## config.mk

```make
export PLATFORM = sky130hd
export DESIGN_NAME = pm_clock_gate_bank
export DESIGN_NICKNAME = d
export VERILOG_FILES = /design/src/rtl/pm_clock_gate_bank.sv
export SDC_FILE = /design/constraint.sdc
export NUM_CORES = 1
export LEC_CHECK = 0
export BUFFER_PORTS_ARGS = -buffer_cell sky130_fd_sc_hd__buf_2
export CAP_MARGIN = 20
export CORE_MARGIN = 2
export CORE_UTILIZATION = 30
export CTS_BUF_LIST = sky130_fd_sc_hd__clkbuf_2 sky130_fd_sc_hd__clkbuf_4 sky130_fd_sc_hd__clkbuf_8
export CTS_CLUSTER_DIAMETER = 100
export CTS_CLUSTER_SIZE = 30
export DETAILED_ROUTE_END_ITERATION = 10
export PLACE_DENSITY = 0.56
export REMOVE_ABC_BUFFERS = 1
export SYNTH_ARGS = -nofsm -noshare
export SYNTH_HDL_FRONTEND = slang
export SYNTH_SLANG_ARGS = --single-unit
```

## constraint.sdc

```tcl
create_clock -name clk -period 1.5 [get_ports clk]
set_clock_uncertainty 0.2 [all_clocks]
set_input_delay 0.075 -clock clk [delete_from_list [all_inputs] [get_ports clk]]
set_output_delay 0.075 -clock clk [all_outputs]
set_load 0.02 [all_outputs]
```

## src/rtl/pm_clock_gate_bank.sv

```systemverilog
module pm_clock_gate_bank #(
  parameter int NUM_GATES = 8,
  parameter int DOMAINS   = 4,
  parameter int AW        = (NUM_GATES > 1) ? $clog2(NUM_GATES) : 1
) (
  input  logic                         clk,
  input  logic                         rst_n,
  input  logic                         wr_en,
  input  logic [AW-1:0]                wr_addr,
  input  logic [DOMAINS*4-1:0]         wr_data,
  input  logic [AW-1:0]                rd_addr,
  output logic [DOMAINS*4-1:0]         rd_data,
  input  logic [1:0]                   pwr_mode,
  input  logic [NUM_GATES-1:0]         clk_en_in,
  output logic [NUM_GATES*DOMAINS-1:0] gated_en
);

  localparam int NIB   = 4;
  localparam int PW    = 2;
  localparam int SLOTS = NUM_GATES * DOMAINS;

  localparam logic [1:0] POL_OFF    = 2'd0;
  localparam logic [1:0] POL_RUN    = 2'd1;
  localparam logic [1:0] POL_RUNWT  = 2'd2;
  localparam logic [1:0] POL_ALWAYS = 2'd3;

  localparam logic [1:0] MODE_RUN  = 2'd0;
  localparam logic [1:0] MODE_WAIT = 2'd1;

  logic [SLOTS*PW-1:0] pol_q;
  logic [SLOTS*PW-1:0] pol_nxt;
  logic [SLOTS-1:0]    pass_nxt;

  function automatic logic policy_pass(input logic [1:0] pol, input logic [1:0] mode);
    case (pol)
      POL_OFF:   policy_pass = 1'b0;
      POL_RUN:   policy_pass = (mode == MODE_RUN);
      POL_RUNWT: policy_pass = (mode == MODE_RUN) || (mode == MODE_WAIT);
      default:   policy_pass = 1'b1;
    endcase
  endfunction

  for (genvar g = 0; g < NUM_GATES; g++) begin : g_gate
    logic hit;
    assign hit = wr_en && (wr_addr == AW'(g));
    for (genvar d = 0; d < DOMAINS; d++) begin : g_dom
      localparam int S = g * DOMAINS + d;
      assign pol_nxt[S*PW +: PW] = hit ? wr_data[d*NIB +: PW] : pol_q[S*PW +: PW];
      assign pass_nxt[S] = clk_en_in[g] & policy_pass(pol_nxt[S*PW +: PW], pwr_mode);
    end
  end

  always_ff @(posedge clk) begin
    if (!rst_n) begin
      pol_q    <= '1;
      gated_en <= '0;
    end else begin
      pol_q    <= pol_nxt;
      gated_en <= pass_nxt;
    end
  end

  always_comb begin
    rd_data = '0;
    if (int'(rd_addr) < NUM_GATES) begin
      for (int d = 0; d < DOMAINS; d++) begin
        rd_data[d*NIB +: PW] = pol_q[(int'(rd_addr)*DOMAINS + d)*PW +: PW];
      end
    end
  end

  logic reserved_sink;
  always_comb begin
    reserved_sink = 1'b0;
    for (int d = 0; d < DOMAINS; d++) begin
      reserved_sink = reserved_sink ^ (^wr_data[d*NIB+PW +: NIB-PW]);
    end
  end
  logic unused_ok;
  assign unused_ok = reserved_sink;


  reserved_zero_chk: assert property (@(posedge clk) disable iff (!rst_n)
    (rd_data & {DOMAINS{4'b1100}}) == '0);

  for (genvar g = 0; g < NUM_GATES; g++) begin : g_chk
    for (genvar d = 0; d < DOMAINS; d++) begin : g_dchk
      localparam int S = g * DOMAINS + d;

      no_req_no_clk_chk: assert property (@(posedge clk) disable iff (!rst_n)
        !clk_en_in[g] |=> !gated_en[S]);

      off_stays_low_chk: assert property (@(posedge clk) disable iff (!rst_n)
        (pol_q[S*PW +: PW] == POL_OFF) |-> !gated_en[S]);

      stop_gates_chk: assert property (@(posedge clk) disable iff (!rst_n)
        pwr_mode[1] |=> (!gated_en[S] || pol_q[S*PW +: PW] == POL_ALWAYS));

      always_on_chk: assert property (@(posedge clk) disable iff (!rst_n)
        clk_en_in[g] |=> (gated_en[S] || pol_q[S*PW +: PW] != POL_ALWAYS));
    end
  end

endmodule

```

Yosys cells after proc, flatten, opt, wreduce, memory -nomap -nowiden --
Cells that the tools add are included.
Storage, ports and cells: bits of input ports 35, flip-flop bits (word level) 96, output and inout port bits 48
Cells by class: shift-type cells 4, $add $sub $neg 3, bitwise gates (word level) 32, equality and inequality tests 72, reductions and logical operators 43, muxes and demuxes 64
Operators with widths (number):
- 64-bit by 8-bit variable part select with 2-bit output | 3
- 1-bit one-hot mux with 3 select lines | 32
- 2-bit by 1-bit equality test with 1-bit output (second input constant) | 33
- 2-bit logical NOT | 33
- 2-bit equality test (second input constant) | 32
- 2-bit two-way mux | 32
- 64-bit by 7-bit variable part select with 2-bit output | 1
- 1-bit AND | 32
- 5-bit by 2-bit adder with 6-bit output (second input constant) | 2
- 3-bit equality test (second input constant) | 4
- 1-bit logical AND | 8
- 5-bit by 1-bit adder with 6-bit output (second input constant) | 1
- 3-bit by 2-bit equality test with 1-bit output (second input constant) | 2
- 3-bit by 1-bit equality test with 1-bit output (second input constant) | 1
- 3-bit logical NOT | 1
- 1-bit logical OR | 1

Depth between registers and ports, before layout --
word-level depth 6, depth in mapped cells 5, depth with buffers taken out 4

Least setup slack after synthesis --
Ideal clock, no wire load.
path kind input -> output, start in rd_addr[0], end out rd_data[0], slack -42 ps, arrival time 1267 ps, cell stages on the path 4, path through buf_2 buf_6 mux4_2 mux2_2
On the way: cells in the longest elaborated chain, start to end 1
RTL lines:
- start, declared | line 11 | input logic [AW-1:0] rd_addr,
- 64-bit by 7-bit variable part select with 2-bit output | line 67 | rd_data[d*NIB +: PW] = pol_q[(int'(rd_addr)*DOMAINS + d)*PW +: PW];
- end, declared | line 12 | output logic [DOMAINS*4-1:0] rd_data,
No other way between the ends.

Worst setup path after layout --
start reg pol_q[0], end out rd_data[0]
On the way: cells in the longest elaborated chain, start to end 1
RTL lines:
- start, declared | line 30 | logic [SLOTS*PW-1:0] pol_q;
- start signal, assigned | line 58 | pol_q <= pol_nxt;
- 64-bit by 7-bit variable part select with 2-bit output | line 67
No other way between the ends.

==> results.txt <==
outcome - complete, but fails checks
failing checks - setup timing
largest vdd supply drop - 492.8 uV
YS warnings - 0
num rows - 43
Clk Latency, worst-skew pair - 360 ps
chip height - 123.1 microns
reg2reg end - gated_en[13]
Synth Area in Simple Gates - 9.882%
largest family of logic cells by synthesized area - multiplexers
Netlist cell types - 19
CP Capture Type - output pin
Critical Path Start - pol_q[0]
post-synth top area share - 45.18%
count of port buffers added during placement - 66
Worst Setup Path Type - reg2out
Hold Slack - 6.583 ps
Worst Reg-to-Reg Cells - 5
flops & latches, synth - 96
vias in the first global route - 3454
Clock Sinks - 96
Setup violations, final - 8
min cycle time layout - 1927 ps
crit-path max FO - 2
Slew headroom - 47.31%
WL/cell - 17.42 microns
clk slew on worst S/H paths - 100 ps
Cell Pwr Density - 914.8 nW/um^2
DP HPWL - 8926 microns
CP Launch Type - register
reg-to-reg slack, setup - 130 ps
initial cell density of the core - 30.65%
Final Non-Filler Cells - 697
Total GRT Usage - 16.62%
Die W - 123.1 microns
sequential cell area fraction in the yosys report - 45.18%
final wirelength - 12140 microns
adder-cell area share of the yosys netlist - 0%
final worst-path setup slack - -426.7 ps
slowest CP cell - mux4_2
reg2reg start - pol_q[27]
vias - 3401
synth top area cells - dfxtp_1, mux2i_1, mux4_2, o32a_1, nand2_1
proportion of layout cells with a drive suffix above 1 - 39.65%
die area - 15150 sq um
compound-gate portion of the synthesized area - 13.18%
Synth Cell Area - 4254 sq um
worst-margin pin slew - 790.3 ps
CTS tree - yes
Max Cap Viol - 0
Root Driver - clkbuf_8
initial antenna violation count - 0
Fin Setup TNS - -3151 ps
first-pass GRT wire length - 18560 microns
final estimated routing congestion in global placement - 0.8199
largest net degree at the start of global routing - 25
via density per instance - 4.879
Worst EP arrival - 1650 ps
XOR/XNOR Fraction of Synth Area - 0%
CP required - 1220 ps
leak pwr - 2.455 nW
CTS max path bufs - 2
DRC - 0
Final nets - 547
Max H-tree Level - 3
post-synthesis mux area share - 25.65%
RSZ-0062 raised after global routing - yes
Layout Area Growth over Synthesis - 33.53%
Top Ports - 83
Final ANT Viol Nets - 0
Core Region - 13880 sq um
grt ovf - 0
1st-iter DRT viols - 201
Num CTS Buffers - 9
Max Slew Vio Count - 0
mean post-synth cell area - 11.25 sq um
# diodes - 0
period utilisation layout - 128.4%
dominant cell type by area after synthesis - dfxtp_1
Syn Inst Count - 378
Worst path max stage delay - 520 ps
worst path cell trace - mux4_2 -> mux2_4 -> buf_6
Hold Path Class - in2reg
Max Clk Rate - 519.0 MHz
Pre-antenna DRT Iters - 5
dpl ws - -140.9 ps
Critical Path End - rd_data[0]
Placed Instances - 663
Final Hold Vio Count - 0
==> report_power, final <==
group          internal, W  switching, W
logic             0.000419      0.000515
clock network     0.000628      0.000912
registers          0.00268     0.0000465
total              0.00372       0.00147
==> metal layers <==
metal	global-route usage (%)	up-vias	wire, microns
met5	0	-	0
met4	6.463	0	176
met3	2.122	12	625
met2	28.00	91	5890
met1	21.70	1627	5452
li1	-	1671	-
==> final cells by class <==
cell class	count	area (sq um)
fillers	1391	8200
multi-input cells	249	2132
flip-flops and latches	96	1938
repair buffers	156	1211
well taps	180	225.2
clock buffers	10	131.4
clock inverters	6	42.54
==> cells in the final DEF, fill, tap and decap left out, types with 3 or more instances in the layout <==
cell | Yosys | layout
dfxtp_1 | 96 | 83
nand2_1 | 71 | 71
buf_4 | 14 | 65
mux2i_1 | 64 | 64
buf_2 | 7 | 58
o32a_1 | 32 | 32
o31ai_1 | 32 | 32
mux4_2 | 16 | 16
dlygate4sd3_1 | 0 | 15
dfxtp_2 | 0 | 13
or2_2 | 9 | 9
clkbuf_8 | 0 | 9
buf_12 | 0 | 9
mux2_4 | 0 | 8
conb_1 | 1 | 8
buf_6 | 6 | 8
and4bb_1 | 3 | 3
nand4b_1 | 3 | 3
==> registers in the layout (all words and copies together) (netlist names) <==
register	cells
gated_en	32
pol_q	64
==> through the flow <==
step           util, %  instance area [sq um]  total power, W
2_1_floorplan        -                   4024        0.003209
3_3_place_gp     37.70                   5233        0.003653
3_5_place_dp     37.70                   5233        0.003667
4_1_cts          40.87                   5673        0.005247
5_1_grt          40.92                   5680        0.005425
6_report         40.92                   5680        0.005197
==> worst max-delay path, delay by kind of cell (launching register included) <==
family	cells	cell delay (ps)
mux	2	820
flops	1	340
buf+inv	1	130
==> synthesized netlist by cell type <==
master     n
buf_1      1
dfxtp_1   96
and4bb_1   3
buf_6      6
nand4b_1   3
nand2_2    1
conb_1     1
o31ai_1   32
clkbuf_1  12
buf_2      7
buf_4     14
nand4_2    1
o32a_1    32
or2_2      9
mux2i_1   64
mux4_2    16
nand2_1   71
mux2_2     8
nor4b_2    1
==> worst min-delay path by stage <==
stage                 startpoint          end  depth (start not counted)  slack (ps)
global route               rst_n  gated_en[7]                          4          30
floorplan                  rst_n     pol_q[0]                          1         -60
global placement    clk_en_in[1]  gated_en[4]                          3         190
CTS                   wr_data[1]    pol_q[41]                          3           4
finish                wr_data[1]    pol_q[41]                          3           7
detailed placement  clk_en_in[1]  gated_en[4]                          3         200
==> cells by family (layout without fill, tap and decap cells) <==
family / after synthesis / in the layout
flops: 96 / 96
mux: 88 / 88
simple gates: 89 / 89
buf+inv: 40 / 172
other cells: 1 / 8
compound gates: 64 / 64
==> timing repair <==
item / in CTS / in global routing
resized for setup: 33 / 5
setup endpoints to repair: 8 / 27
hold endpoints to repair: 63 / 0
hold buffers: 16 / 0
setup buffers: 2 / 0
Power figures use the tool's default switching activity.
